File: src/rtl/rba_pkg.sv
package rba_pkg;
  typedef logic signed [2:0] dval_t;

  // value of a two-bit digit: positive flag minus negative flag
  function automatic dval_t dig_val(input logic [1:0] d);
    return $signed({2'b00, d[1]}) - $signed({2'b00, d[0]});
  endfunction

  // canonical encoding of a value in {-1,0,+1}
  function automatic logic [1:0] dig_enc(input dval_t v);
    logic [1:0] e;
    case (v)
      3'sd1:   e = 2'b10;
      -3'sd1:  e = 2'b01;
      default: e = 2'b00;
    endcase
    return e;
  endfunction

  function automatic logic dig_nonneg(input logic [1:0] d);
    return d != 2'b01;
  endfunction

  // transfer digit: floor((t + bias) / 2), bias 1 when the lower column is non-negative
  function automatic dval_t split_xfer(input dval_t t, input logic lo_nonneg);
    dval_t biased;
    biased = t + (lo_nonneg ? 3'sd1 : 3'sd0);
    return biased >>> 1;
  endfunction

  function automatic dval_t split_interim(input dval_t t, input dval_t xfer);
    return t - (xfer <<< 1);
  endfunction
endpackage

File: src/rtl/rba_split_cell.sv
module rba_split_cell
  import rba_pkg::*;
(
  input  logic [1:0] x_i,
  input  logic [1:0] y_i,
  input  logic [1:0] lo_x_i,
  input  logic [1:0] lo_y_i,
  output logic [1:0] xfer_o,
  output logic [1:0] interim_o
);
  dval_t col_sum;
  dval_t xfer_v;
  dval_t interim_v;
  logic  lo_nonneg;

  always_comb begin
    col_sum   = dig_val(x_i) + dig_val(y_i);
    lo_nonneg = dig_nonneg(lo_x_i) && dig_nonneg(lo_y_i);
    xfer_v    = split_xfer(col_sum, lo_nonneg);
    interim_v = split_interim(col_sum, xfer_v);
    xfer_o    = dig_enc(xfer_v);
    interim_o = dig_enc(interim_v);
    AST_SPLIT_BALANCE: assert (2 * int'(dig_val(xfer_o)) + int'(dig_val(interim_o))
                               == int'(dig_val(x_i)) + int'(dig_val(y_i)));
    AST_SPLIT_QUIET: assert (!(dig_val(x_i) + dig_val(y_i) == 3'sd0)
                             || (xfer_o == 2'b00 && interim_o == 2'b00));
  end
endmodule

File: src/rtl/rba_merge_cell.sv
module rba_merge_cell
  import rba_pkg::*;
(
  input  logic [1:0] interim_i,
  input  logic [1:0] xfer_in_i,
  output logic [1:0] digit_o
);
  dval_t total;

  always_comb begin
    total   = dig_val(interim_i) + dig_val(xfer_in_i);
    digit_o = dig_enc(total);
    AST_NO_OVERFLOW: assert (total >= -3'sd1 && total <= 3'sd1);
    AST_CANON_DIGIT: assert (digit_o != 2'b11);
  end
endmodule

File: src/rtl/rba_adder.sv
module rba_adder
  import rba_pkg::*;
#(
  parameter int N = 8
) (
  input  logic [2*N-1:0]   a_i,
  input  logic [2*N-1:0]   b_i,
  output logic [2*N+1:0]   sum_o
);
  localparam int OUT_DIGITS = N + 1;

  // internal events brought out for the checks
  logic [1:0] xfer_w    [N];
  logic [1:0] interim_w [N];

  for (genvar i = 0; i < N; i++) begin : g_col
    logic [1:0] lo_a;
    logic [1:0] lo_b;
    logic [1:0] xfer_in;
    if (i == 0) begin : g_lsb
      assign lo_a    = 2'b00;
      assign lo_b    = 2'b00;
      assign xfer_in = 2'b00;   // no transfer into column 0
    end else begin : g_upper
      assign lo_a    = a_i[2*i-1 -: 2];
      assign lo_b    = b_i[2*i-1 -: 2];
      assign xfer_in = xfer_w[i-1];
    end

    rba_split_cell u_split (
      .x_i       (a_i[2*i +: 2]),
      .y_i       (b_i[2*i +: 2]),
      .lo_x_i    (lo_a),
      .lo_y_i    (lo_b),
      .xfer_o    (xfer_w[i]),
      .interim_o (interim_w[i])
    );

    rba_merge_cell u_merge (
      .interim_i (interim_w[i]),
      .xfer_in_i (xfer_in),
      .digit_o   (sum_o[2*i +: 2])
    );
  end

  assign sum_o[2*N +: 2] = xfer_w[N-1];  // top digit is the last transfer

  longint val_a;
  longint val_b;
  longint val_s;
  always_comb begin
    val_a = 0;
    val_b = 0;
    val_s = 0;
    for (int k = 0; k < N; k++) begin
      val_a += longint'(dig_val(a_i[2*k +: 2])) <<< k;
      val_b += longint'(dig_val(b_i[2*k +: 2])) <<< k;
    end
    for (int k = 0; k < OUT_DIGITS; k++)
      val_s += longint'(dig_val(sum_o[2*k +: 2])) <<< k;
    AST_VALUE_KEPT: assert (val_s == val_a + val_b);
  end
endmodule

File: config.mk
export PLATFORM = sky130hd
export DESIGN_NAME = rba_adder
export DESIGN_NICKNAME = d
export VERILOG_FILES = /design/src/rtl/rba_pkg.sv /design/src/rtl/rba_split_cell.sv /design/src/rtl/rba_merge_cell.sv /design/src/rtl/rba_adder.sv
export SDC_FILE = /design/constraint.sdc
export NUM_CORES = 1
export LEC_CHECK = 0
export CAP_MARGIN = 5
export CORE_MARGIN = 1
export CORE_UTILIZATION = 60
export DETAILED_ROUTE_END_ITERATION = 8
export DONT_BUFFER_PORTS = 1
export PLACE_DENSITY_LB_ADDON = 0.25
export SLEW_MARGIN = 20
export SYNTH_ARGS = -nofsm -noshare
export SYNTH_HDL_FRONTEND = slang
export SYNTH_SLANG_ARGS = --single-unit
File: constraint.sdc
create_clock -name vclk -period 5.8
set_clock_uncertainty 0.15 [all_clocks]
set_input_delay 1.16 -clock vclk [all_inputs]
set_output_delay 1.16 -clock vclk [all_outputs]
set_load 0.02 [all_outputs]
==> reports/results.env, run 1 <==
RUN_STATUS='completed'
PATH_CLASS='input pin to primary output'
RSZ0062_AT_GRT='false'
FINALSETUPTNS_PS=0
CP-END-KIND='primary output'
SYNTH_AREA_LEADERS='sky130_fd_sc_hd__ha_1 (39%), sky130_fd_sc_hd__fa_1 (20%), sky130_fd_sc_hd__inv_1 (13%)'
YOSYSWARNINGS=0
POST_SYNTH_INST_COUNT=208
SYNTH.DISTINCT_CELLS=20
CTS_REPAIR_RESIZE_COUNT=0
GROUTE.LAYER.MET1.USAGE_PCT=18.4
TMIN_FINAL_PS=5540
FLOW.AREA_GROWTH_FROM_SYNTHESIS_PCT=2.60
HOLDWS_PS=2670
FP.DIEW_MICRONS=56.5
DETAILED_PLACER_S_ENDING_HPWL_MM=2.63
TOP_USAGE_LAYER='met2'
GRT_REMAINING_OVERFLOW=0
CRIT_ARRIVAL_PS=4230
TIMING.CRITICAL_PATH.REQUIRED_PS=4490
SETUP_VIOLATIONS=0
POWER.IR.VDD_WORST_mV=0.199
WORST_HOLD_DEPTH=3
MEAN_CELL_AREA_OF_THE_MAPPED_NETLIST_SQ_UM=8.55
REPORT.FINAL.SLEW_VIOL_COUNT=0
DIE_AREA_SQ_UM=3190
WL_MM=2.73
GRT_PASS1_VIAS=1337
DESIGN.CORE.AREA_SQ_UM=2780
POST-PLACE-CELLS=240
SYN_NETS=313
MIN_PERIOD_OVER_PERIOD_PCT=95.6
POWERDENSITY_nW_PER_UM2=240
POST-SYNTH-TOP-AREA-FRACTION_PCT=38.7
SYNTH.YOSYS.SEQ_AREA_SHARE_PCT=0
TIMING.HOLD.WORST_ENDPOINT='sum_o[0]'
STARTING_UTILIZATION_OF_THE_CORE_AREA_PCT=64.0
FMAXACHIEVABLE_GHz=0.180
PLACEMENT.CELL_AREA_SQ_UM=1830
STDCELL_AREA_SQ_UM=1830
HOLD_PATH_STARTPOINT='a_i[0]'
COMPLEX_GATE_FRACTION_OF_THE_SYNTHESIZED_AREA_PCT=2.39
HOLD_CRIT_PATH_TYPE='input pin to primary output'
LAYOUT.CELLS.NON_FILLER=240
GRT_UTIL_ALL_LAYERS_PCT=18.5
CTS_HOLD_REPAIR.BUFFERS=0
SYNTH_TOP_AREA_CELL='sky130_fd_sc_hd__ha_1'
IO_BUFFERS=0
CAP_VIOL_MAX_COUNT=0
ANTENNA_LEFT=0
DIE_HEIGHT_MICRONS=56.5
DETAIL_ROUTE.DRC_VIOLATIONS=0
STATIC-LEAKAGE-POWER_nW=1.03
TOP_FANOUT_VALUE_ON_THE_CRITICAL_PATH=3
YOSYS.AREA_SHARE.ADDER_PCT=58.9
SYNTH_TOP_FAMILY_BY_AREA='adder cells'
DETAIL_ROUTE.VIAS_PER_CELL=5.23
CLOCK_BUFFER_COUNT=0
SYNTH-SIMPLE-AREA-SHARE_PCT=15.5
TIMING_HOLD_VIOLATIONS_FINAL=0
SETUP.WORST_PATH.START_CLASS='input pin'
PLACE_CONGESTION=0.721
FINALNETCOUNT=316
SYNTH.MOST_COMMON_CELL='sky130_fd_sc_hd__inv_1'
IO-PIN-COUNT=50
ANTENNADIODECOUNT=0
GRT_START_MAX_NET_PINS=5
NFILLCELLS=227
GRT_PASS1_WL_MM=4.97
SYNTH_COMMONEST_CELLS='sky130_fd_sc_hd__inv_1 (61), sky130_fd_sc_hd__ha_1 (55), sky130_fd_sc_hd__fa_1 (18), sky130_fd_sc_hd__xnor2_1 (12), sky130_fd_sc_hd__nand2_1 (9)'
LAYOUT-DRIVE-GT1-SHARE_PCT=1.44
DRTITER0DRC=20
FOOTPRINT_OF_THE_FLIP_FLOPS_AND_LATCHES_SQ_UM=0
INITIAL_ANTENNA_VIOLATION_COUNT=0
DR.PASS1.ITERS=3
PLACEMENT_ROWS=19
VIA_COUNT=1254
SYNTHXORXNORAREAFRAC_PCT=7.38
GROUTE.LAYER.MET3.USAGE_PCT=0.461
POST_DRT_WL_PER_CELL_MICRONS=11.4
CTS_SETUP_BUFFERS=0
SEQUENTIAL_CELL_COUNT=0
SYN_AREA_SQ_UM=1780
GLOBALROUTEMET2UTIL_PCT=42.0
SYNTH.MUX.AREA_FRACTION_PCT=2.25
[per-stage QoR]
step	total power [mW]	worst slack, ps	util [%]
6_report	0.438	258	65.6
3_3_place_gp	0.412	402	65.6
5_1_grt	0.494	134	65.6
4_1_cts	0.441	277	65.6
2_1_floorplan	0.370	339	-
3_5_place_dp	0.438	292	65.6
[cell families (layout without fill, tap and decap cells)]
logic type      count (synthesis)  count (layout)
mux                             4               4
compound gates                  8               8
simple gates                   45              45
fa+ha+maj                      73              73
buf+inv                        62              63
xor+xnor                       15              15
other cells                     1               1
[layout make-up]
class	instances	area, sq um	area share [%]
multi-input combinational	146	1540	84.5
tap	31	38.8	2.12
inverter	61	229	12.5
timing repair buffer	2	15.0	0.822
[power breakdown]
part | internal, mW | switching (mW) | leakage [nW] | total [mW]
logic | 0.177 | 0.261 | 1.03 | 0.438
registers | 0 | 0 | 0 | 0
clock network | 0 | 0 | 0 | 0
[worst max path at each step]
stage,startpoint,to,slack (ps),cells after the start
after floorplan,b_i[9],sum_o[8],340,12
after global placement,b_i[9],sum_o[8],400,13
after detailed placement,b_i[9],sum_o[8],290,13
after CTS,b_i[9],sum_o[8],280,13
after global routing,b_i[9],sum_o[8],130,13
final,b_i[9],sum_o[8],260,13
[layout by cell type, fill, tap and decap left out, types with 2 or more instances in the layout]
master,instances
sky130_fd_sc_hd__inv_1,61
sky130_fd_sc_hd__ha_1,55
sky130_fd_sc_hd__fa_1,18
sky130_fd_sc_hd__xnor2_1,12
sky130_fd_sc_hd__nand2_1,9
sky130_fd_sc_hd__nor2_1,8
sky130_fd_sc_hd__nor3b_1,7
sky130_fd_sc_hd__o21ai_0,7
sky130_fd_sc_hd__and2_1,5
sky130_fd_sc_hd__and3b_1,5
sky130_fd_sc_hd__or3b_1,4
sky130_fd_sc_hd__mux2i_1,4
sky130_fd_sc_hd__xor2_1,3
sky130_fd_sc_hd__nand2b_1,3
sky130_fd_sc_hd__and3_1,2
sky130_fd_sc_hd__buf_4,2
[layer usage]
metal  up-vias  share of wire (%)
met4         0                  0
li1        628                  -
met3         0                2.5
met1       600                 39
met2        26                 59
met5         -                  0
[worst max-delay path, cell delays in order]
cell,delay [ps]
sky130_fd_sc_hd__inv_1,30
sky130_fd_sc_hd__ha_1,260
sky130_fd_sc_hd__inv_1,40
sky130_fd_sc_hd__ha_1,200
sky130_fd_sc_hd__fa_1,510
sky130_fd_sc_hd__ha_1,370
sky130_fd_sc_hd__xor2_1,250
sky130_fd_sc_hd__mux2i_1,250
sky130_fd_sc_hd__ha_1,220
sky130_fd_sc_hd__inv_1,60
sky130_fd_sc_hd__fa_1,460
sky130_fd_sc_hd__nor3b_1,240
sky130_fd_sc_hd__buf_4,180
(Power assumes the default switching activity.)
==> inputs of run 2 (changes only) <==
==> constraint.sdc (replaced) <==
create_clock -name vclk -period 5.8
set_clock_uncertainty 0.15 [all_clocks]
set_input_delay 0.58 -clock vclk [all_inputs]
set_output_delay 0.58 -clock vclk [all_outputs]
set_load 0.02 [all_outputs]
==> reports/results.env, run 2 (same netlist as run 1, synthesis figures left out) <==
RUN_STATUS='completed'  # unchanged
CTS_SETUP_BUFFERS=0  # unchanged
WL_MM=2.62  # was 2.73 mm
TIMING.CRITICAL_PATH.REQUIRED_PS=5070  # was 4490 ps
PATH_CLASS='input pin to primary output'  # unchanged
GROUTE.LAYER.MET1.USAGE_PCT=21.1  # was 18.4%
FOOTPRINT_OF_THE_FLIP_FLOPS_AND_LATCHES_SQ_UM=0  # unchanged
POWER.IR.VDD_WORST_mV=0.163  # was 0.199 mV
WORSTMARGINPINSLEW_PS=669
VIA_COUNT=1226  # was 1,254
TIMING.CRITICAL_PATH.FROM='b_i[9]'  # unchanged
ANTENNA_LEFT=0  # unchanged
FP.DIEW_MICRONS=56.5  # unchanged
FINALSETUPTNS_PS=0  # unchanged
LAYOUT-DRIVE-GT1-SHARE_PCT=0.483  # was 1.44%
DIE_HEIGHT_MICRONS=56.5  # unchanged
RSZ0062_AT_GRT='false'  # unchanged
FINALNETCOUNT=314  # was 316
IO-PIN-COUNT=50  # unchanged
INITIAL_ANTENNA_VIOLATION_COUNT=0  # unchanged
CP-END-KIND='primary output'  # unchanged
DR.PASS1.ITERS=2  # was 3
DESIGN.CORE.AREA_SQ_UM=2780  # unchanged
SETUP.WORST_PATH.START_CLASS='input pin'  # unchanged
SEQUENTIAL_CELL_COUNT=0  # unchanged
GLOBALROUTEMET2UTIL_PCT=41.2  # was 42.0%
POWERDENSITY_nW_PER_UM2=238  # was 240 nW/um^2
OVERALL_POWER_CONSUMPTION_uW=431  # was 438 uW
FMAXACHIEVABLE_GHz=0.224  # was 0.180 GHz
DETAIL_ROUTE.VIAS_PER_CELL=5.15  # was 5.23
DETAIL_ROUTE.DRC_VIOLATIONS=0  # unchanged
DRTITER0DRC=11  # was 20
PLACEMENT_ROWS=19  # unchanged
TOP_USAGE_LAYER='met2'  # unchanged
CP_CELL_SEQUENCE='inv_1 -> ha_1 -> inv_1 -> ha_1 -> fa_1 -> ha_1 -> xor2_1 -> mux2i_1 -> ha_1 -> inv_1 -> fa_1 -> nor3b_1'  # was inv_1 -> ha_1 -> inv_1 -> ha_1 -> fa_1 -> ha_1 -> xor2_1 -> mux2i_1 -> ha_1 -> inv_1 -> fa_1 -> nor3b_1 -> buf_4
DIE_AREA_SQ_UM=3190  # unchanged
NFILLCELLS=253  # was 227
PLACE_CONGESTION=0.741  # was 0.721
GRT_REMAINING_OVERFLOW=0  # unchanged
GRT_PASS1_VIAS=1354  # was 1,337
CRITICAL-PATH-TOP-DELAY-FAMILY='adder cells'  # unchanged
STATIC-LEAKAGE-POWER_nW=1.01  # was 1.03 nW
REPORT.FINAL.SLEW_VIOL_COUNT=0  # unchanged
CRITICAL_PATH.MAX_STAGE_DELAY_PS=590  # was 510 ps
CLOCK_BUFFER_COUNT=0  # unchanged
WORST_SLEW_MARGIN_REL_PCT=55.3
GROUTE.LAYER.MET3.USAGE_PCT=0.691  # was 0.461%
HOLDWS_PS=1510  # was 2670 ps
LAYOUT.CELLS.MOST_COMMON_LIST='sky130_fd_sc_hd__inv_1 (61), sky130_fd_sc_hd__ha_1 (55), sky130_fd_sc_hd__fa_1 (18), sky130_fd_sc_hd__xnor2_1 (12), sky130_fd_sc_hd__nand2_1 (9)'  # unchanged
CRIT_ARRIVAL_PS=3740  # was 4230 ps
IO_BUFFERS=0  # unchanged
POST_DRT_WL_PER_CELL_MICRONS=11.0  # was 11.4 microns
MIN_PERIOD_OVER_PERIOD_PCT=77.1  # was 95.6%
TOP_FANOUT_VALUE_ON_THE_CRITICAL_PATH=3  # unchanged
HOLD_PATH_STARTPOINT='a_i[0]'  # unchanged
LAYOUT.CELLS.MOST_COMMON='sky130_fd_sc_hd__inv_1'  # unchanged
CP_NUM_BUF_INV=3  # was 4
DETAILED_PLACER_S_ENDING_HPWL_MM=2.53  # was 2.63 mm
CPMAXSTAGEDELAYCELL='sky130_fd_sc_hd__nor3b_1'  # was sky130_fd_sc_hd__fa_1
GRT_UTIL_ALL_LAYERS_PCT=19.1  # was 18.5%
STARTING_UTILIZATION_OF_THE_CORE_AREA_PCT=64.0  # unchanged
GRT_PASS1_WL_MM=5.16  # was 4.97 mm
TMIN_FINAL_PS=4470  # was 5540 ps
CAP_VIOL_MAX_COUNT=0  # unchanged
CTS_HOLD_REPAIR.BUFFERS=0  # unchanged
CRIT_PATH_FREQUENT_CELL='sky130_fd_sc_hd__ha_1'  # unchanged
HOLD_CRIT_PATH_TYPE='input pin to primary output'  # unchanged
SETUP_VIOLATIONS=0  # unchanged
GRT_START_MAX_NET_PINS=5  # unchanged
FLOW.AREA_GROWTH_FROM_SYNTHESIS_PCT=1.76  # was 2.60%
CTS_REPAIR_RESIZE_COUNT=0  # unchanged
TIMING_HOLD_VIOLATIONS_FINAL=0  # unchanged
ANTENNADIODECOUNT=0  # unchanged
run 2: through the flow:
| step | instance area [sq um] | std cells | worst slack (ps) | utilization (%) |
|---|---|---|---|---|
| floorplan | 1780 | 208 | 1500 | - |
| global placement | 1810 | 238 | 1400 | 65.1 |
| detailed placement | 1810 | 238 | 1310 | 65.1 |
| CTS | 1810 | 238 | 1300 | 65.1 |
| global route | 1810 | 238 | 1150 | 65.1 |
| finish | 1810 | 238 | 1330 | 65.1 |
run 2: final timing paths:
check / endpoint / slack, ps / depth (start not counted)
max: sum_o[8] / 1330 / 12
min: sum_o[0] / 1510 / 3
run 2: layout make-up:
cell class	instances	area (sq um)	share of cell area [%]
Multi-Input combinational cell	146	1540	85.2
Inverter	61	229	12.6
Tap cell	31	38.8	2.14
run 2: layer usage:
layer / part of all wire [%] / routed length [microns]
met5: 0 / 0
met1: 39 / 1030
met4: 0 / 0
met2: 58 / 1520
met3: 2.9 / 75
run 2: power breakdown:
| part | internal [mW] | switching (mW) | leakage (nW) |
|---|---|---|---|
| clock | 0 | 0 | 0 |
| sequential | 0 | 0 | 0 |
| combinational | 0.175 | 0.257 | 1.01 |
==> inputs of run 3 (changes only) <==
clock period = 3.9 ns   (was 5.8 ns; I/O delays follow)
==> reports/results.env, run 3 (same netlist as run 1, synthesis figures left out) <==
RUN_STATUS='completed'  # unchanged
ANTENNADIODECOUNT=0  # unchanged
GRT_REMAINING_OVERFLOW=0  # unchanged
TIMING.HOLD.WORST_ENDPOINT='sum_o[0]'  # unchanged
GRT_UTIL_ALL_LAYERS_PCT=19.2  # was 19.1%
STATIC-LEAKAGE-POWER_nW=1.08  # was 1.01 nW
IO_BUFFERS=0  # unchanged
LAYOUT-DRIVE-GT1-SHARE_PCT=27.9  # was 0.483%
VIA_COUNT=1340  # was 1,226
STARTING_UTILIZATION_OF_THE_CORE_AREA_PCT=64.0  # unchanged
POST_DRT_WL_PER_CELL_MICRONS=13.6  # was 11.0 microns
PLACE_CONGESTION=0.749  # was 0.741
DETAIL_ROUTE.VIAS_PER_CELL=5.30  # was 5.15
OVERALL_POWER_CONSUMPTION_uW=834  # was 431 uW
CP-END-KIND='primary output'  # unchanged
DETAILED_PLACER_S_ENDING_HPWL_MM=2.62  # was 2.53 mm
REPORT.FINAL.SLEW_VIOL_COUNT=0  # unchanged
DRTITER0DRC=25  # was 11
CLOCK_BUFFER_COUNT=0  # unchanged
TOP_FANOUT_VALUE_ON_THE_CRITICAL_PATH=3  # unchanged
POWER.IR.VDD_WORST_mV=0.319  # was 0.163 mV
CTS_HOLD_REPAIR.BUFFERS=0  # unchanged
FMAXACHIEVABLE_GHz=0.262
FLOW.AREA_GROWTH_FROM_SYNTHESIS_PCT=22.3  # was 1.76%
POWERDENSITY_nW_PER_UM2=383  # was 238 nW/um^2
TIMING_HOLD_VIOLATIONS_FINAL=0  # unchanged
WL_MM=3.44  # was 2.62 mm
PATH_CLASS='input pin to primary output'  # unchanged
CRIT_ARRIVAL_PS=3280  # was 3740 ps
GRT_PASS1_VIAS=1399  # was 1,354
LAYOUT.CELLS.MOST_COMMON='sky130_fd_sc_hd__inv_1'  # unchanged
FOOTPRINT_OF_THE_FLIP_FLOPS_AND_LATCHES_SQ_UM=0  # unchanged
SETUP.WORST_PATH.START_CLASS='input pin'  # unchanged
MIN_PERIOD_OVER_PERIOD_PCT=98.0
HOLD_CRIT_PATH_TYPE='input pin to primary output'  # unchanged
DETAIL_ROUTE.DRC_VIOLATIONS=0  # unchanged
GRT_PASS1_WL_MM=5.13  # was 5.16 mm
CAP_VIOL_MAX_COUNT=0  # unchanged
HOLDWS_PS=1130  # was 1510 ps
TIMING.CRITICAL_PATH.FROM='a_i[15]'  # was b_i[9]
GRT_START_MAX_NET_PINS=5  # unchanged
INITIAL_ANTENNA_VIOLATION_COUNT=0  # unchanged
DIE_AREA_SQ_UM=3190  # unchanged
TIMING.CRITICAL_PATH.REQUIRED_PS=3360  # was 5070 ps
PLACEMENT_ROWS=19  # unchanged
SEQUENTIAL_CELL_COUNT=0  # unchanged
DR.PASS1.ITERS=4  # was 2
FINALNETCOUNT=329  # was 314
TMIN_FINAL_PS=3820
IO-PIN-COUNT=50  # unchanged
DIE_HEIGHT_MICRONS=56.5  # unchanged
DESIGN.CORE.AREA_SQ_UM=2780  # unchanged
HOLD_PATH_STARTPOINT='a_i[0]'  # unchanged
FP.DIEW_MICRONS=56.5  # unchanged
WORST_HOLD_DEPTH=3  # unchanged
SETUP_VIOLATIONS=0  # unchanged
LAYOUT.CELLS.MOST_COMMON_LIST='sky130_fd_sc_hd__inv_1 (50), sky130_fd_sc_hd__ha_1 (38), sky130_fd_sc_hd__fa_1 (14), sky130_fd_sc_hd__buf_4 (14), sky130_fd_sc_hd__xnor2_1 (11)'  # was sky130_fd_sc_hd__inv_1 (61), sky130_fd_sc_hd__ha_1 (55), sky130_fd_sc_hd__fa_1 (18), sky130_fd_sc_hd__xnor2_1 (12), sky130_fd_sc_hd__nand2_1 (9)
ANTENNA_LEFT=0  # unchanged
NFILLCELLS=190  # was 253
-- run 3: worst max path at each step --
stage,endpoint,slack (ps)
global route,sum_o[15],-20
detailed placement,sum_o[8],-30
floorplan,sum_o[8],150
CTS,sum_o[15],1
finish,sum_o[15],80
global placement,sum_o[8],70
-- run 3: power by group --
| part | internal [mW] | switching, mW |
|---|---|---|
| combinational | 0.376 | 0.458 |
| clock | 0 | 0 |
| sequential | 0 | 0 |
| total | 0.376 | 0.458 |
-- run 3: area by class of cell --
| type | instances | area (sq um) | share of cell area (%) |
|---|---|---|---|
| inverter | 61 | 241 | 11.1 |
| timing repair buffer | 15 | 116 | 5.35 |
| tap | 31 | 38.8 | 1.78 |
| multi-input combinational | 146 | 1780 | 81.8 |
-- run 3: through the flow --
stage                     TNS, ps  setup WS (ps)  utilization [%]  cells  cell area, sq um
final                           0           79.2             78.2    253              2180
after global routing        -51.7          -18.3             78.2    253              2180
after CTS                       0           1.25             68.4    243              1900
after detailed placement    -34.5          -27.3             66.3    241              1840
after global placement          0           70.7             66.3    241              1840
after floorplan                 0            155                -    208              1790
-- run 3: critical path: stages --
cell and delay [ps]:
sky130_fd_sc_hd__inv_1 20, sky130_fd_sc_hd__ha_1 260, sky130_fd_sc_hd__inv_1 60, sky130_fd_sc_hd__ha_2 180, sky130_fd_sc_hd__inv_2 40, sky130_fd_sc_hd__fa_2 550, sky130_fd_sc_hd__inv_1 50, sky130_fd_sc_hd__ha_2 310
sky130_fd_sc_hd__xnor2_2 220, sky130_fd_sc_hd__mux2i_1 240, sky130_fd_sc_hd__ha_2 200, sky130_fd_sc_hd__fa_1 430, sky130_fd_sc_hd__and3b_2 310
-- run 3: layer usage --
layer | vias up | part of all wire, % | track usage, %
li1 | 657 | - | -
met1 | 640 | 35 | 19.4
met2 | 37 | 61 | 43.5
met3 | 6 | 2.8 | 0.691
met4 | 0 | 1.8 | 0
met5 | - | 0 | 0
-- run 3: what timing repair did --
| item | CTS | global route |
|---|---|---|
| buffers inserted | 2 | 10 |
| setup endpoints to repair | 4 | 8 |
| gates resized for setup | 11 | 44 |
| pin swaps | 8 | 22 |
